===== src/rtl/cot_pkg.sv =====
package cot_pkg;

    typedef enum logic [2:0] {
        ST_IDLE = 3'd0,  // both switches off
        ST_HS   = 3'd1,  // upper switch on
        ST_DTL  = 3'd2,  // dead time ahead of lower switch
        ST_LS   = 3'd3,  // lower switch conducting
        ST_DTH  = 3'd4,  // dead time ahead of upper switch
        ST_PULL = 3'd5   // forced lower-switch pull-down
    } cot_state_e;

    typedef struct packed {
        cot_state_e st;
        logic       short_pend;  // next upper pulse uses the short on-time
    } cot_ctl_s;

endpackage


===== src/rtl/cot_countdown.sv =====
module cot_countdown #(
    parameter int W = 8
) (
    input  logic         clk,
    input  logic         rst_n,
    input  logic         load,
    input  logic [W-1:0] load_val,
    output logic         done
);

    logic [W-1:0] cnt_d, cnt_q;

    always_comb begin
        if (load) begin
            cnt_d = load_val;
        end else if (cnt_q != '0) begin
            cnt_d = cnt_q - 1'b1;
        end else begin
            cnt_d = cnt_q;
        end
    end

    always_ff @(posedge clk or negedge rst_n) begin
        if (!rst_n) begin
            cnt_q <= '0;
        end else begin
            cnt_q <= cnt_d;
        end
    end

    assign done = (cnt_q == '0);

endmodule


===== src/rtl/cot_idle_watch.sv =====
module cot_idle_watch #(
    parameter int PERIOD = 4000
) (
    input  logic clk,
    input  logic rst_n,
    input  logic clear,
    output logic expired
);

    localparam int CW = $clog2(PERIOD);
    localparam logic [CW-1:0] LIM = CW'(PERIOD - 1);

    logic [CW-1:0] cnt_d, cnt_q;

    always_comb begin
        if (clear) begin
            cnt_d = '0;
        end else if (cnt_q == LIM) begin
            cnt_d = cnt_q;
        end else begin
            cnt_d = cnt_q + 1'b1;
        end
    end

    always_ff @(posedge clk or negedge rst_n) begin
        if (!rst_n) begin
            cnt_q <= '0;
        end else begin
            cnt_q <= cnt_d;
        end
    end

    assign expired = (cnt_q == LIM);

endmodule


===== src/rtl/cot_pwm_timer.sv =====
module cot_pwm_timer
    import cot_pkg::*;
#(
    parameter int TON_W       = 8,
    parameter int MIN_OFF_CYC = 20,
    parameter int DT_LS_CYC   = 2,
    parameter int DT_HS_CYC   = 3,
    parameter int TON_SHORT   = 4,
    parameter int USM_PERIOD  = 4000
) (
    input  logic             clk,
    input  logic             rst_n,
    input  logic             below_ref,
    input  logic             valley_over,
    input  logic             i_zero,
    input  logic             skip_dem,
    input  logic             above_band,
    input  logic [TON_W-1:0] on_cycles,
    output logic             hs_gate,
    output logic             ls_gate
);

    localparam int FIX_MAX  = (DT_LS_CYC > DT_HS_CYC) ?
                              ((DT_LS_CYC > TON_SHORT) ? DT_LS_CYC : TON_SHORT) :
                              ((DT_HS_CYC > TON_SHORT) ? DT_HS_CYC : TON_SHORT);
    localparam int FIX_W    = $clog2(FIX_MAX + 1);
    localparam int PH_W     = (TON_W > FIX_W) ? TON_W : FIX_W;
    localparam int MO_W     = $clog2(MIN_OFF_CYC + 1);
    localparam logic [PH_W-1:0] SHORT_M1 = PH_W'(TON_SHORT - 1);
    localparam logic [PH_W-1:0] DTL_M1   = PH_W'(DT_LS_CYC - 1);
    localparam logic [PH_W-1:0] DTH_M1   = PH_W'(DT_HS_CYC - 1);
    localparam logic [MO_W-1:0] MO_VAL   = MO_W'(MIN_OFF_CYC);

    cot_ctl_s ctl_d, ctl_q;

    logic            ph_done, mo_done, usm_exp;
    logic            ph_load, mo_load, usm_clear;
    logic [PH_W-1:0] ph_val, on_ext, on_m1;
    logic            start_ok;

    // phase timer: on-time and both dead times
    cot_countdown #(.W(PH_W)) u_phase (
        .clk      (clk),
        .rst_n    (rst_n),
        .load     (ph_load),
        .load_val (ph_val),
        .done     (ph_done)
    );

    // minimum off-time, started when the upper gate falls
    cot_countdown #(.W(MO_W)) u_minoff (
        .clk      (clk),
        .rst_n    (rst_n),
        .load     (mo_load),
        .load_val (MO_VAL),
        .done     (mo_done)
    );

    // time since the last upper-gate rise, for ultrasonic mode
    cot_idle_watch #(.PERIOD(USM_PERIOD)) u_watch (
        .clk     (clk),
        .rst_n   (rst_n),
        .clear   (usm_clear),
        .expired (usm_exp)
    );

    assign on_ext   = PH_W'(on_cycles);
    assign on_m1    = (on_ext == '0) ? '0 : on_ext - 1'b1;
    assign start_ok = below_ref && mo_done;

    always_comb begin
        ctl_d = ctl_q;
        case (ctl_q.st)
            ST_IDLE: begin
                if (start_ok) begin
                    ctl_d.st         = ST_HS;
                    ctl_d.short_pend = 1'b0;
                end else if (!skip_dem && usm_exp) begin
                    ctl_d.short_pend = 1'b1;
                    ctl_d.st         = above_band ? ST_PULL : ST_HS;
                end
            end
            ST_HS: begin
                if (ph_done) begin
                    ctl_d.st         = ST_DTL;
                    ctl_d.short_pend = 1'b0;
                end
            end
            ST_DTL: begin
                if (ph_done) ctl_d.st = ST_LS;
            end
            ST_LS: begin
                if (i_zero) begin
                    ctl_d.st = ST_IDLE;
                end else if (start_ok && !valley_over) begin
                    ctl_d.st         = ST_DTH;
                    ctl_d.short_pend = 1'b0;
                end
            end
            ST_DTH: begin
                if (ph_done) ctl_d.st = ST_HS;
            end
            ST_PULL: begin
                if (!above_band) ctl_d.st = ST_DTH;
            end
            default: begin
                ctl_d.st         = ST_IDLE;
                ctl_d.short_pend = 1'b0;
            end
        endcase
    end

    always_comb begin
        ph_load = (ctl_d.st != ctl_q.st);
        case (ctl_d.st)
            ST_HS:   ph_val = ctl_d.short_pend ? SHORT_M1 : on_m1;
            ST_DTL:  ph_val = DTL_M1;
            ST_DTH:  ph_val = DTH_M1;
            default: ph_val = '0;
        endcase
        mo_load   = (ctl_q.st == ST_HS) && (ctl_d.st != ST_HS);
        usm_clear = (ctl_d.st == ST_HS) && (ctl_q.st != ST_HS);
    end

    always_ff @(posedge clk or negedge rst_n) begin
        if (!rst_n) begin
            ctl_q <= '{st: ST_IDLE, short_pend: 1'b0};
        end else begin
            ctl_q <= ctl_d;
        end
    end

    assign hs_gate = (ctl_q.st == ST_HS);
    assign ls_gate = (ctl_q.st == ST_LS) || (ctl_q.st == ST_PULL);

    assert_gates_exclusive_R11: assert property (@(posedge clk) disable iff (!rst_n)
        !(hs_gate && ls_gate));

    assert_dead_before_ls_R3: assert property (@(posedge clk) disable iff (!rst_n)
        $fell(hs_gate) |-> !ls_gate);

    assert_dead_before_hs_R5: assert property (@(posedge clk) disable iff (!rst_n)
        $rose(hs_gate) |-> !$past(ls_gate));

    assert_min_off_R4: assert property (@(posedge clk) disable iff (!rst_n)
        $rose(hs_gate) |-> $past(mo_done));

    assert_valley_hold_R6: assert property (@(posedge clk) disable iff (!rst_n)
        (ctl_q.st == ST_LS && valley_over && !i_zero) |=> ls_gate);

    assert_zero_cross_off_R7: assert property (@(posedge clk) disable iff (!rst_n)
        (ctl_q.st == ST_LS && i_zero) |=> (!ls_gate && !hs_gate));

    assert_pull_hold_R10: assert property (@(posedge clk) disable iff (!rst_n)
        (ctl_q.st == ST_PULL && above_band) |=> (ls_gate && !hs_gate));

endmodule


===== config.mk =====
export PLATFORM = sky130hd
export DESIGN_NAME = cot_pwm_timer
export DESIGN_NICKNAME = d
export VERILOG_FILES = /design/src/rtl/cot_pkg.sv /design/src/rtl/cot_countdown.sv /design/src/rtl/cot_idle_watch.sv /design/src/rtl/cot_pwm_timer.sv
export SDC_FILE = /design/constraint.sdc
export NUM_CORES = 1
export LEC_CHECK = 0
export BUFFER_PORTS_ARGS = -buffer_cell sky130_fd_sc_hd__buf_2
export CAP_MARGIN = 25
export CORE_ASPECT_RATIO = 1.75
export CORE_UTILIZATION = 44
export CTS_CLUSTER_SIZE = 28
export DETAILED_ROUTE_END_ITERATION = 10
export SLEW_MARGIN = 20
export SYNTH_ARGS = -nofsm -noshare
export SYNTH_HDL_FRONTEND = slang
export SYNTH_SLANG_ARGS = --single-unit

===== constraint.sdc =====
create_clock -name clk -period 2.79 [get_ports clk]
set_clock_uncertainty 0.1 [all_clocks]
set_input_delay 0.279 -clock clk [delete_from_list [all_inputs] [get_ports clk]]
set_output_delay 0.279 -clock clk [all_outputs]
set_load 0.01 [all_outputs]

Yosys cells after proc, flatten, opt, wreduce, memory -nomap -nowiden
Cells that the tools add are included.

Register bits: 29. Input bits: 15. Word-level logic and storage cells: 60.

Add/sub/neg operators: 4. Equal/unequal tests: 13. Muxes and demuxes: 21. Reduce and logical (&&, ||, !) cells: 17.

Operators with widths (number): 2-to-1 mux 8 bit (4); 2-to-1 mux 12 bit (2); one-hot mux 8 bit (3 select lines) (1); one-hot mux 3 bit (6 select lines) (1); logical NOT 8 bit (2); 2-to-1 mux 4 bit (4); subtractor 8 x 1 -> 8 bit, second input constant (2); 2-to-1 mux 3 bit (5); adder 12 x 1 -> 12 bit, second input constant (1); equality test 12 bit, second input constant (1); 2-to-1 mux 5 bit (2); equality test 3 x 2 -> 1 bit, second input constant (3); equality test 3 bit, second input constant (3); nonzero test 8 bit (1); equality test 3 x 1 -> 1 bit, second input constant (2); inequality test 3 x 1 -> 1 bit, second input constant (2); logical AND 1 bit (5); logical NOT 5 bit (1); nonzero test 5 bit (1); subtractor 5 x 1 -> 5 bit, second input constant (1); one-hot mux 1 bit (4 select lines) (1); nonzero test 2 bit (2); logical NOT 3 bit (1); inequality test 3 bit (1); other kinds (5) (6).

Logic depth before layout (Yosys ltp)
Depth after elaboration: 9. Depth in mapped cells: 10.

Hierarchy
A second synthesis with hierarchy kept.

Cell total of the unflattened synthesis: 224. Area, all modules: 1990.7 um2.

By module, submodules not included: cot_idle_watch (times used 1, cells each 64, area each 631.9 um2, sequential area each 300.3 um2); cot_pwm_timer (times used 1, cells each 79, area each 603.1 um2, sequential area each 100.1 um2); cot_countdown (u_phase) (times used 1, cells each 54, area each 476.7 um2, sequential area each 200.2 um2); cot_countdown (u_minoff) (times used 1, cells each 27, area each 279.0 um2, sequential area each 125.1 um2).

Least setup slack after synthesis
OpenSTA, ideal clock, no wires.

Path kind: register to register. From: register u_phase.cnt_q[0]. To: register u_phase.cnt_q[2]. Setup time: 0.082 ns. Data arrival time: 2.432 ns. Required time: 2.608 ns. Path slack: 0.176 ns. Stages on the path, launching flop included: 10. Path buffers: 1. Path through: dfrtp_1 > inv_1 > ha_1 > or4b_4 > or3_1 > a221o_1 > o211ai_2 > buf_6 > nand4_4 > o22ai_1.

Cells in the longest elaborated chain, start to end: 6. Elaborated cells between the ends (all ways): 17. Classes of those cells: add/sub: 1; eq/ne: 4; mux: 9; reduce/logical: 3.

Ends and longest elaborated chain: start: declaration (RTL line cot_countdown.sv:11) `logic [W-1:0] cnt_d, cnt_q;`; start signal: assignment (RTL line cot_countdown.sv:27) `cnt_q <= cnt_d;`; logical NOT 8 bit (RTL line cot_countdown.sv:31) `assign done = (cnt_q == '0);`; 2-to-1 mux 3 bit (tied with other cells) (RTL line cot_pwm_timer.sv:101) `if (ph_done) ctl_d.st = ST_HS;`; one-hot mux 3 bit (6 select lines) / one-hot mux 1 bit (4 select lines) (equally long branches) (RTL line cot_pwm_timer.sv:73) `case (ctl_q.st)`; equality test 3 bit (tied with other cells) (RTL line cot_pwm_timer.sv:115) `case (ctl_d.st)`; one-hot mux 8 bit (3 select lines) (RTL line cot_pwm_timer.sv:115); 2-to-1 mux 8 bit (RTL line cot_countdown.sv:14) `if (load) begin`.

Several ways; a longest one is shown, not always the timed one. The select of a mux whose other input is x is not followed. A chain may end at the register's enable or synchronous reset.

Final worst setup path
From: register u_phase.cnt_q[1]. To: register u_phase.cnt_q[5].

The elaborated chain is that of the path after synthesis.

==> results.cfg <==
[outcome]
outcome = completed

[power_and_ir_drop]
power.density_nw_per_um2 = 924.9
intPower_uw = 1191
pwr-share-seq_pct = 36.9
comb_power_share_pct = 45.4
vdd_ir_drop_max_v = 0.0005202
p_switching_uw = 822.5
power.leakage_uw = 0.0009507
power_frac_clock_pct = 17.7
power.share.switching_pct = 40.85

[logic_synthesis]
netlist_instances = 215
ys.flop_type = dfrtp_1
synthArstFlopShare_pct = 100.0
synth-warning-count = 0
synth_edf_count = 0
ys_seq_area_share_pct = 38.16
synth.cell_area_um2 = 1902
yosysUniqueCellTypes = 46
synth_common_cells = nor2_1, dfrtp_1, nand2_1, xnor2_1, nor3_1
synth_top_area_share_pct = 38.16
post-synth-top-area-cell = dfrtp_1
ys_ff_latch = 29
yosysMostFrequentCell = nor2_1
postSynthAreaPerCell_um2 = 8.846
synth_nets = 236
synth.area.top_cells = dfrtp_1, nor2_1, xnor2_1, xor2_1, ha_1

[setup_path]
crit_path_start_kind = flip-flop
required_ns = 2.90
max_stage_delay_ns = 0.49
crit_chain = inv_1 -> ha_1 -> or4b_4 -> or3_1 -> a221o_1 -> o211ai_2 -> buf_4 -> nand4_4 -> o22ai_1
worst-path-buf-inv = 2
critPathKind = reg2reg
cp_slowest_cell = or4b_4
worstPathMaxFanout = 6
endpoint_kind = flip-flop
cp_top_family = simple AND/OR/NAND/NOR gates
crit_arrival_ns = 2.82

[detailed_routing]
wl_um = 4370
dr.pass1.iters = 7
vias_per_cell = 5.619
drc = 0
num_vias = 1635
wl_per_cell_um = 15.02
drtAntennaViolNets = 0
drt_iter0_markers = 30

[clock_tree]
h-tree-depth = 2
cts_sinks = 29
worstSkewPairLatency_ns = 0.29
max-clock-path-buffers = 2
cts_made_buffers = 5
tritoncts = yes
clockRootBuffer = clkbuf_8
post_cts_buffers = 0
clk_pin_slew_ns = 0.06

[flow_run]
maxCapViolations = 0

[floorplan]
io_pins = 17
dieArea_um2 = 4600
fp.dieH_um = 88.97
chipWidth_um = 51.70
core_um2 = 4150
placementRows = 31
start_util_pct = 45.82

[grt]
antenna_found_initial = 0
grt_start_max_net_pins = 30
gr-total-overflow = 0
grt_pass1_vias = 1626
grt_pass1_wl_um = 7300
grt_usage_pct = 21.47

[timing]
finalSetupViolCount = 0
grt_setup_unrepaired = true
final.period_utilization_pct = 97.22
timing.fmax_mhz = 368.7
hold_viol = 0
drv_slew = 0
setup_ws_ns = 0.07766
slew_headroom_pct = 55.67
worst_pin_slew_ns = 0.6649
min_period_ns = 2.712

[placed_design]
io_buffer_count = 16
place_congestion = 0.8914
place_ws_ns = 0.08081
hpwl_um = 3322

[layout]
drive_above_1_share_pct = 15.70
fill_cells = 414
nets = 263
fin_util_pct = 52.46
diodes = 0
area_growth_pct = 14.47
multi_input_area_um2 = 1112
regArea_um2 = 725.7

[min_path]
worst_hold_path_type = in2reg
[stage by stage]
stage / cells / instance area [µm²] / hold slack, ns / power [µW] / setup TNS (ns)
2_1_floorplan: 215 / 1902 / -0.1166 / 1396 / 0
3_3_place_gp: 283 / 2072 / 0.2553 / 1644 / 0
3_5_place_dp: 283 / 2072 / 0.2636 / 1655 / 0
4_1_cts: 291 / 2168 / 0.2081 / 2016 / 0
5_1_grt: 291 / 2177 / 0.2186 / 2180 / -0.03731
6_report: 291 / 2177 / 0.2116 / 2014 / 0
[tightest hold or removal path, cell delays in order]
cell	delay, ns
buf_2	0.09
xnor2_1	0.11
o22ai_1	0.07
[final timing paths]
kind,from,to,slack [ns],depth (start not counted)
setup / recovery,u_phase.cnt_q[1]$_DFFE_PN0P_,u_phase.cnt_q[5]$_DFFE_PN0P_,0.08,9
setup reg to reg,u_phase.cnt_q[1]$_DFFE_PN0P_,u_phase.cnt_q[5]$_DFFE_PN0P_,0.08,9
hold reg to reg,u_watch.cnt_q[9]$_DFFE_PN0P_,u_watch.cnt_q[9]$_DFFE_PN0P_,0.45,2
min in group asynchronous,rst_n,u_minoff.cnt_q[4]$_DFFE_PN0P_,0.46,2
max in group asynchronous,rst_n,u_phase.cnt_q[7]$_DFFE_PN0P_,1.70,2
hold / removal,on_cycles[5],u_phase.cnt_q[5]$_DFFE_PN0P_,0.21,3
[power by group through the flow]
| stage | registers [µW] | clock network, µW | logic [µW] |
|---|---|---|---|
| after floorplan | 691 | 0 | 705 |
| after global placement | 746 | 0 | 898 |
| after detailed placement | 749 | 0 | 906 |
| after CTS | 741 | 361 | 914 |
| after global routing | 765 | 379 | 1040 |
| final | 743 | 357 | 914 |
[registers in the layout, summed over array words and instances (netlist names)]
name,count
ctl_q,4
u_minoff.cnt_q,5
u_phase.cnt_q,8
u_watch.cnt_q,12
[what timing repair did]
item                       in CTS  in global routing
resized for setup               0                  3
hold endpoints to repair       29                  0
setup endpoints to repair       0                 16
hold buffers                    1                  0
[layout by cell type (no fill, tap or decap), types with 2 or more instances in the layout]
master	instances
nand2_1	15
nor2_1	35
xor2_1	9
or4_1	2
and2_1	2
nor3_1	12
clkbuf_8	6
nor3b_1	2
buf_2	16
nand4_1	7
nor4_1	2
a21oi_1	8
nor2b_1	2
o211ai_1	4
o22ai_1	6
inv_1	9
mux2i_1	2
or3_1	3
nand2b_1	3
and4_1	2
dfrtp_1	29
buf_4	9
o31ai_1	2
xnor2_1	15
ha_1	6
o21ai_0	2
nor4b_1	3
nand3_1	3
and3_1	4
a31oi_1	2
[cell type report]
| type | count | area share [%] |
|---|---|---|
| inverter | 9 | 1.552 |
| sequential | 29 | 33.33 |
| clock buffer | 7 | 3.966 |
| timing repair buffer | 26 | 7.241 |
| tap | 49 | 2.816 |
| multi-input combinational | 171 | 51.09 |
[kinds of logic after synthesis]
kind of cell,count (synthesis),share of synthesized area (%)
AO/OA/AOI/OAI,33,11.91
XOR/XNOR,24,11.05
adder cells (fa/ha/maj),6,3.947
buffers and inverters,15,3.815
flip-flops,29,38.16
multiplexers,2,1.053
AND/OR/NAND/NOR,106,30.07
[routing by layer]
| layer | up-vias | share of wire, % | global-route usage, % |
|---|---|---|---|
| li1 | 828 | - | - |
| met1 | 767 | 40 | 22.16 |
| met2 | 31 | 55 | 40.97 |
| met3 | 9 | 2.9 | 4.082 |
| met4 | 0 | 2.3 | 8.845 |
| met5 | - | 0 | 0 |
No activity file was read; power rests on OpenSTA's default activity.
